$ cat src/rtl/sadec_pkg.sv
package sadec_pkg;
  typedef struct packed {
    logic decodeEn;
    logic clearOut;
  } sadecStrobes_t;
endpackage

$ cat src/rtl/sadec_row_cmp.sv
module sadec_row_cmp #(
  parameter int ADDR_W  = 6,
  parameter int ROW_IDX = 0
) (
  input  logic [ADDR_W-1:0] baseIn,
  input  logic [ADDR_W-1:0] offsetIn,
  output logic              rowHit
);
  localparam logic [ADDR_W-1:0] ROW_K = ADDR_W'(ROW_IDX);

  logic [ADDR_W-1:0] halfSum;
  logic [ADDR_W-1:0] needCarry;
  logic [ADDR_W-1:0] makeCarry;
  logic [ADDR_W-2:0] linkOk;

  always_comb begin
    halfSum   = baseIn ^ offsetIn;
    // carry-in each bit must receive for its sum bit to equal ROW_K
    needCarry = halfSum ^ ROW_K;
    // carry-out each bit produces, given that carry-in
    makeCarry = (baseIn & offsetIn) | (halfSum & ~ROW_K);
  end

  genvar gi;
  generate
    for (gi = 1; gi < ADDR_W; gi++) begin : g_link
      assign linkOk[gi-1] = (makeCarry[gi-1] == needCarry[gi]);
    end
  endgenerate

  // bottom bit sees no carry-in; top carry-out is unused (wrap-around)
  assign rowHit = ~needCarry[0] & (&linkOk);
endmodule

$ cat src/rtl/sadec_ctrl.sv
module sadec_ctrl
  import sadec_pkg::*;
(
  input  logic          enable,
  output sadecStrobes_t strobes
);
  always_comb begin
    strobes.decodeEn = enable;
    strobes.clearOut = ~enable;
  end
endmodule

$ cat src/rtl/sadec_datapath.sv
module sadec_datapath
  import sadec_pkg::*;
#(
  parameter int ADDR_W  = 6,
  parameter bit REG_OUT = 1'b1
) (
  input  logic                  clk,
  input  logic                  rstN,
  input  sadecStrobes_t         strobes,
  input  logic [ADDR_W-1:0]     baseIn,
  input  logic [ADDR_W-1:0]     offsetIn,
  output logic [(1<<ADDR_W)-1:0] wordLine
);
  localparam int ROWS = 1 << ADDR_W;

  logic [ROWS-1:0] rowHits;
  logic [ROWS-1:0] rowLines;

  genvar gr;
  generate
    for (gr = 0; gr < ROWS; gr++) begin : g_row
      sadec_row_cmp #(.ADDR_W(ADDR_W), .ROW_IDX(gr)) i_cmp (
        .baseIn  (baseIn),
        .offsetIn(offsetIn),
        .rowHit  (rowHits[gr])
      );
    end
  endgenerate

  assign rowLines = strobes.decodeEn ? rowHits : '0;

  generate
    if (REG_OUT) begin : g_reg
      logic [ROWS-1:0] lineQ;
      always_ff @(posedge clk or negedge rstN) begin
        if (!rstN)                 lineQ <= '0;
        else if (strobes.clearOut) lineQ <= '0;
        else                       lineQ <= rowLines;
      end
      assign wordLine = lineQ;


      disabled_quiet_chk: assert property (@(posedge clk) disable iff (!rstN)
        !strobes.decodeEn |=> (wordLine == '0));

      single_line_chk: assert property (@(posedge clk) disable iff (!rstN)
        strobes.decodeEn |=> ($countones(wordLine) == 1));
    end else begin : g_comb
      assign wordLine = rowLines;


      disabled_quiet_chk: assert property (@(posedge clk) disable iff (!rstN)
        !strobes.decodeEn |-> (wordLine == '0));

      single_line_chk: assert property (@(posedge clk) disable iff (!rstN)
        strobes.decodeEn |-> ($countones(wordLine) == 1));
    end
  endgenerate

  logic [ADDR_W-1:0] refSum;
  logic [ROWS-1:0]   refLine;
  always_comb begin
    refSum  = baseIn + offsetIn;
    refLine = ROWS'(1) << refSum;
  end


  sum_select_chk: assert property (@(posedge clk) disable iff (!rstN)
    strobes.decodeEn |-> (rowHits == refLine));

  bank_onehot_chk: assert property (@(posedge clk) disable iff (!rstN)
    $onehot0(rowHits));
endmodule

$ cat src/rtl/sadec_top.sv
module sadec_top
  import sadec_pkg::*;
#(
  parameter int ADDR_W  = 6,
  parameter bit REG_OUT = 1'b1
) (
  input  logic                   clk,
  input  logic                   rstN,
  input  logic                   enable,
  input  logic [ADDR_W-1:0]      baseIn,
  input  logic [ADDR_W-1:0]      offsetIn,
  output logic [(1<<ADDR_W)-1:0] wordLine
);
  sadecStrobes_t strobes;

  sadec_ctrl i_ctrl (
    .enable (enable),
    .strobes(strobes)
  );

  sadec_datapath #(.ADDR_W(ADDR_W), .REG_OUT(REG_OUT)) i_dp (
    .clk     (clk),
    .rstN    (rstN),
    .strobes (strobes),
    .baseIn  (baseIn),
    .offsetIn(offsetIn),
    .wordLine(wordLine)
  );


  reset_clear_chk: assert property (@(posedge clk) !rstN |-> (wordLine == '0));
endmodule

$ cat config.mk
export PLATFORM = sky130hd
export DESIGN_NAME = sadec_top
export DESIGN_NICKNAME = d
export VERILOG_FILES = /design/src/rtl/sadec_pkg.sv /design/src/rtl/sadec_row_cmp.sv /design/src/rtl/sadec_ctrl.sv /design/src/rtl/sadec_datapath.sv /design/src/rtl/sadec_top.sv
export SDC_FILE = /design/constraint.sdc
export NUM_CORES = 1
export LEC_CHECK = 0
export BUFFER_PORTS_ARGS = -buffer_cell sky130_fd_sc_hd__buf_2
export CELL_PAD_IN_SITES_DETAIL_PLACEMENT = 0
export CELL_PAD_IN_SITES_GLOBAL_PLACEMENT = 1
export CORE_MARGIN = 2
export CORE_UTILIZATION = 35
export DETAILED_ROUTE_END_ITERATION = 6
export MAX_ROUTING_LAYER = met4
export PLACE_DENSITY = 0.76
export REMOVE_ABC_BUFFERS = 1
export SLEW_MARGIN = 20
export SYNTH_ARGS = -nofsm -noshare
export SYNTH_HDL_FRONTEND = slang
export SYNTH_SLANG_ARGS = --single-unit
$ cat constraint.sdc
create_clock -name clk -period 0.8 [get_ports clk]
set_input_delay 0.04 -clock clk [delete_from_list [all_inputs] [get_ports clk]]
set_output_delay 0.04 -clock clk [all_outputs]
set_load 0.005 [all_outputs]
==> flow_metrics.env, run 1 <==
export IMPL_status="finished, violations left"
export IMPL_violations="negative setup slack"
export IMPL_wire_per_inst_um=15.9
export IMPL_netlist_area_um2=2470
export IMPL_cts_tree="built"
export IMPL_antenna_found_initial=0
export IMPL_htreeDepth=3
export IMPL_synth_compound_area_share_pct=0
export IMPL_postSynthCellCount=205
export IMPL_cts_buffer_depth=2
export IMPL_yosysWarnings=0
export IMPL_synth_top_area_share_pct=64.9
export IMPL_worstPathMaxFanout=4
export IMPL_io_pins=79
export IMPL_io_buffers=78
export IMPL_startpoint_type="input pin"
export IMPL_hpwl_um=4260
export IMPL_synth_area_leader_cell="dfrtp_1"
export IMPL_leakagePower_nw=2.25
export IMPL_synthMuxAreaShare_pct=0
export IMPL_min_delay_path_class="in -> reg"
export IMPL_synthMostInstantiatedCell="dfrtp_1"
export IMPL_overflow=0
export IMPL_clk_pin_slew_ns=0.07
export IMPL_ir_drop_mv=0.844
export IMPL_finalHoldViolations=0
export IMPL_row_count=30
export IMPL_end_kind="flop"
export IMPL_place_gp_congestion=0.871
export IMPL_numCtsBuffers=9
export IMPL_routed_wl_um=7050
export IMPL_grt_max_degree=65
export IMPL_final_core_util_pct=65.6
export IMPL_ys_seq_elements=64
export IMPL_synth_area_leaders="dfrtp_1 65%, nor2_1 6.1%, ha_1 5.1%"
export IMPL_power_density_nw_per_um2=1900
export IMPL_core_region_area_um2=6790
export IMPL_synthToLayoutAreaGrowth_pct=80.5
export IMPL_ys_seq_area_share_pct=64.9
export IMPL_die_w_um=88.0
export IMPL_synth_xor_area_share_pct=8.72
export IMPL_yosys_area_share_simple_pct=18.4
export IMPL_vias=2074
export IMPL_slew_violations=0
export IMPL_synth_cell_types=23
export IMPL_largest_reg_flops=64
export IMPL_dpl_worst_slack_ns=-0.766
export IMPL_synth_edf_count=0
export IMPL_syn_area_per_cell_um2=12.0
export IMPL_initial_core_util_pct=36.3
export IMPL_routed_via_density=4.68
export IMPL_drt_iter0_markers=46
export IMPL_dp_cells=409
export IMPL_route_detailed_drc=0
export IMPL_worst_slack_ns=-0.238
export IMPL_n_antenna_cell=0
export IMPL_chipHeight_um=88.0
export IMPL_async_flop_share_pct=100
export IMPL_dr_pass1_iters=4
export IMPL_layout_drive_gt1_share_pct=68.0
export IMPL_grt_pass1_vias=2080
export IMPL_synthAdderAreaFrac_pct=5.07
export IMPL_period_needed_ns=1.04
export IMPL_root_buffer="clkbuf_8"
export IMPL_slew_headroom_pct=77.4
export IMPL_synth_flop_cell="dfrtp_1"
export IMPL_worst_slew_pin_slew_ns=0.339
export IMPL_path_class="in -> reg"
export IMPL_grt_setup_unrepaired="true"
export IMPL_post_route_period_util_pct=130
export IMPL_die_area_um2=7740
export IMPL_synth_common_cells="64 x dfrtp_1, 40 x nor2_1, 21 x nor3_1, 17 x nand2_1"
export IMPL_finalPower_w=0.00845
export IMPL_required_ns=1.08
export IMPL_synth_top_family_by_area="simple AND/OR/NAND/NOR gates"
export IMPL_setup_viol=128
export IMPL_grt_usage_pct=18.4
export IMPL_fin_nets=367
export IMPL_drv_cap=0
export IMPL_crit_arrival_ns=1.32
export IMPL_cts_sinks=64
export IMPL_grt_pass1_wl_um=10100
export IMPL_antenna_left=0
export IMPL_stdcell_count=443
export IMPL_max_freq_mhz=963
export IMPL_nFillCells=484
export IMPL_fin_hold_ws_ns=0.211
## cell families after synthesis
kind of cell	after synthesis
simple gates	98
fa+ha+maj	10
flops	64
buf+inv	15
xor+xnor	18
## final cells by class
cell class              count  area, um2  share of cell area [%]
repair buffers            131       1020                    22.9
inverters                  10       60.1                    1.35
well taps                  96        120                    2.70
clock inverters             7       76.3                    1.71
multi-input cells         126       1460                    32.7
flip-flops and latches     64       1600                    35.9
clock buffers               9        124                    2.78
## where the power goes
part	leakage [nW]	total (W)	internal [W]	switching, W
clock	0.0966	0.00280	0.00146	0.00133
combinational	1.26	0.00236	0.00111	0.00124
sequential	0.893	0.00329	0.00328	0.0000132
## path summary, 6_finish.rpt
path,startpoint,to,slack [ns],cells after the start
worst min-delay path,enable,i_dp.wordLine[60]$_DFF_PN0_,0.21,4
worst max-delay path,offsetIn[0],i_dp.wordLine[42]$_DFF_PN0_,-0.24,6
min in group asynchronous,rstN,i_dp.wordLine[22]$_DFF_PN0_,0.22,3
max in group asynchronous,rstN,i_dp.wordLine[13]$_DFF_PN0_,0.28,3
## what timing repair did
action / in CTS / in global routing
buffers inserted: 11 / 11
cloned: 0 / 0
hold endpoints to repair: 64 / 0
setup endpoints to repair: 128 / 128
pin swaps: 65 / 43
hold buffers: 1 / 0
resized for setup: 141 / 41
## worst max-delay path: stages
cell and delay (ns):
buf_8 0.10, inv_4 0.05, ha_4 0.20, or2b_1 0.25, or4b_4 0.57, nor2_1 0.11
## metal layers
layer	share of wire (%)	up-vias	track usage, %
met5	0	-	-
met3	3.9	13	4.43
met2	54	71	30.5
met4	2.3	0	6.85
li1	-	940	-
met1	40	1050	21.8
## metrics by stage
step | TNS (ns) | area, um2
2_1_floorplan | -23.68 | 2430
3_5_place_dp | -40.00 | 3220
3_3_place_gp | -39.55 | 3220
4_1_cts | -9.92 | 4170
5_1_grt | -15.98 | 4460
6_report | -11.47 | 4460
## cells in the final DEF, fill, tap and decap left out, types with 2 or more instances in the layout
cell and n:
xnor2_4 5, xnor3_2 2, nor3_2 16, buf_2 68, buf_12 3, clkbuf_8 9, nor2_1 31, inv_4 9
nor2_2 8, nand4_1 9, buf_8 9, clkinvlp_4 2, nand2_4 8, xnor2_2 2, xor2_4 3, xor2_2 3
xor3_2 2, nand2_2 3, inv_6 3, dfrtp_1 64, nor4_2 2, buf_4 24, ha_4 9, buf_6 26
nor3_4 5, nand2_8 5
Power figures use the tool's default switching activity.
==> run 2, diff against run 1 <==
PLACE_DENSITY = unset   (was 0.76)
PLACE_DENSITY_LB_ADDON = 0.1   (was unset)
==> run 2 against run 1 <==
The run still ends with negative setup slack left. Critical path depth is the same. Largest cell class unchanged. Die area is the same. Highest routed layer unchanged. Global-route usage shrank 0.35 points. Largest power group unchanged. Clock-buffer cell count is the same.
==> flow_metrics.env, run 2 (synthesis gave the netlist of run 1 again) <==
export IMPL_status="finished, violations left"
export IMPL_violations="negative setup slack"
export IMPL_worst_slew_pin_slew_ns=0.252
export IMPL_io_buffers=78
export IMPL_grt_max_degree=42
export IMPL_antenna_found_initial=0
export IMPL_dp_cells=409
export IMPL_root_buffer="clkbuf_8"
export IMPL_power_switching_w=0.00243
export IMPL_clk_pin_slew_ns=0.07
export IMPL_slew_headroom_pct=83.1
export IMPL_worstPathMaxFanout=4
export IMPL_dr_pass1_iters=4
export IMPL_numCtsBuffers=9
export IMPL_cts_tree="built"
export IMPL_overflow=0
export IMPL_leakagePower_nw=2.21
export IMPL_place_gp_congestion=0.824
export IMPL_layout_commonest_cell="buf_2"
export IMPL_die_w_um=88.0
export IMPL_startpoint_type="input pin"
export IMPL_finalHoldViolations=0
export IMPL_period_needed_ns=1.01
export IMPL_htreeDepth=3
export IMPL_fin_nets=365
export IMPL_cts_buffer_depth=2
export IMPL_path_class="in -> reg"
export IMPL_fin_hold_ws_ns=0.0874
export IMPL_vias=1981
export IMPL_hpwl_um=4440
export IMPL_worst_slack_ns=-0.210
export IMPL_grt_usage_pct=18.1
export IMPL_cts_sinks=64
export IMPL_min_delay_path_class="in -> async"
export IMPL_wire_per_inst_um=14.7
export IMPL_power_density_nw_per_um2=1980
export IMPL_largest_reg_flops=64
export IMPL_row_count=30
export IMPL_routed_via_density=4.49
export IMPL_drv_cap=0
export IMPL_nFillCells=539
export IMPL_p_sw_share_pct=28.6
export IMPL_route_detailed_drc=0
export IMPL_io_pins=79
export IMPL_n_antenna_cell=0
export IMPL_post_route_period_util_pct=126
export IMPL_intPower_w=0.00606
export IMPL_die_area_um2=7740
export IMPL_end_kind="flop"
export IMPL_crit_arrival_ns=1.29
export IMPL_routed_wl_um=6500
export IMPL_antenna_left=0
export IMPL_initial_core_util_pct=36.3
export IMPL_core_region_area_um2=6790
export IMPL_setup_viol=128
export IMPL_grt_setup_unrepaired="true"
export IMPL_grt_pass1_wl_um=9840
export IMPL_layout_common_cells="70 x buf_2, 64 x dfrtp_1, 37 x nor2_1"
export IMPL_seqPwrFrac_pct=38.8
export IMPL_chipHeight_um=88.0
export IMPL_p_comb_share_pct=25.2
export IMPL_stdcell_count=441
export IMPL_synthToLayoutAreaGrowth_pct=73.6
export IMPL_layout_drive_gt1_share_pct=65.2
export IMPL_drt_iter0_markers=80
export IMPL_max_freq_mhz=990
export IMPL_dpl_worst_slack_ns=-0.860
export IMPL_power_frac_clock_pct=36.0
export IMPL_ir_drop_mv=1.08
export IMPL_slew_violations=0
export IMPL_required_ns=1.08
export IMPL_fin_tns_setup_ns=-11.08
export IMPL_grt_pass1_vias=1974
==> run 2: changes by cell type in the layout (fill, tap and decap cells not counted), sizes merged <==
cell	previous run	this run
buf	130	128
clkinvlp	2	1
clkinv	1	3
inv	13	11
bufinv	1	2
==> run 2: worst max path at each step <==
stage	from	to	slack, ns
6_report	baseIn[0]	i_dp.wordLine[42]$_DFF_PN0_	-0.21
3_3_place_gp	baseIn[1]	i_dp.wordLine[6]$_DFF_PN0_	-0.77
4_1_cts	offsetIn[0]	i_dp.wordLine[42]$_DFF_PN0_	-0.22
3_5_place_dp	baseIn[1]	i_dp.wordLine[38]$_DFF_PN0_	-0.86
2_1_floorplan	baseIn[2]	i_dp.wordLine[10]$_DFF_PN0_	-0.59
5_1_grt	baseIn[0]	i_dp.wordLine[42]$_DFF_PN0_	-0.22
==> run 2: critical path, stage by stage <==
cell and delay, ns:
buf_8 0.10, inv_4 0.05, ha_4 0.20, or2b_1 0.24, or4b_4 0.56, nor2_1 0.11
==> run 2: power by group through the flow <==
stage | clock network (W) | registers [W] | logic [W]
after global placement | 0 | 0.00335 | 0.00122
after detailed placement | 0 | 0.00335 | 0.00123
final | 0.00306 | 0.00329 | 0.00214
after floorplan | 0 | 0.00336 | 0.000547
after CTS | 0.00310 | 0.00329 | 0.00185
after global routing | 0.00326 | 0.00329 | 0.00229
==> run 2: per-stage QoR <==
step	util [%]	power (W)	instance area [um2]
after global routing	63.1	0.00884	4290
after floorplan	-	0.00391	2430
after CTS	60.0	0.00824	4080
after global placement	47.4	0.00458	3220
final	63.1	0.00849	4290
after detailed placement	47.4	0.00458	3220
==> run 2: routing by layer <==
metal | track usage, % | vias to the layer above | share of wire (%)
met5 | - | - | 0
met4 | 7.13 | 0 | 1.6
met3 | 5.18 | 10 | 4.8
met2 | 28.4 | 56 | 52
met1 | 22.0 | 983 | 42
li1 | - | 932 | -
==> run 2: cell type report <==
| class | instances | area, um2 | share of cell area, % |
|---|---|---|---|
| sequential | 64 | 1600 | 37.4 |
| multi-input combinational | 126 | 1350 | 31.4 |
| timing repair buffer | 129 | 940 | 21.9 |
| clock buffer | 9 | 124 | 2.89 |
| tap | 96 | 120 | 2.80 |
| clock inverter | 7 | 95.1 | 2.22 |
| inverter | 10 | 57.6 | 1.34 |
==> run 2: repair_timing <==
item | in CTS | in global routing
setup endpoints to repair | 128 | 128
hold buffers | 1 | 0
endpoints found under the hold margin | 64 | 0
pin swaps | 49 | 38
gates resized for setup | 115 | 37
buffers inserted | 10 | 6
cloned | 0 | 0
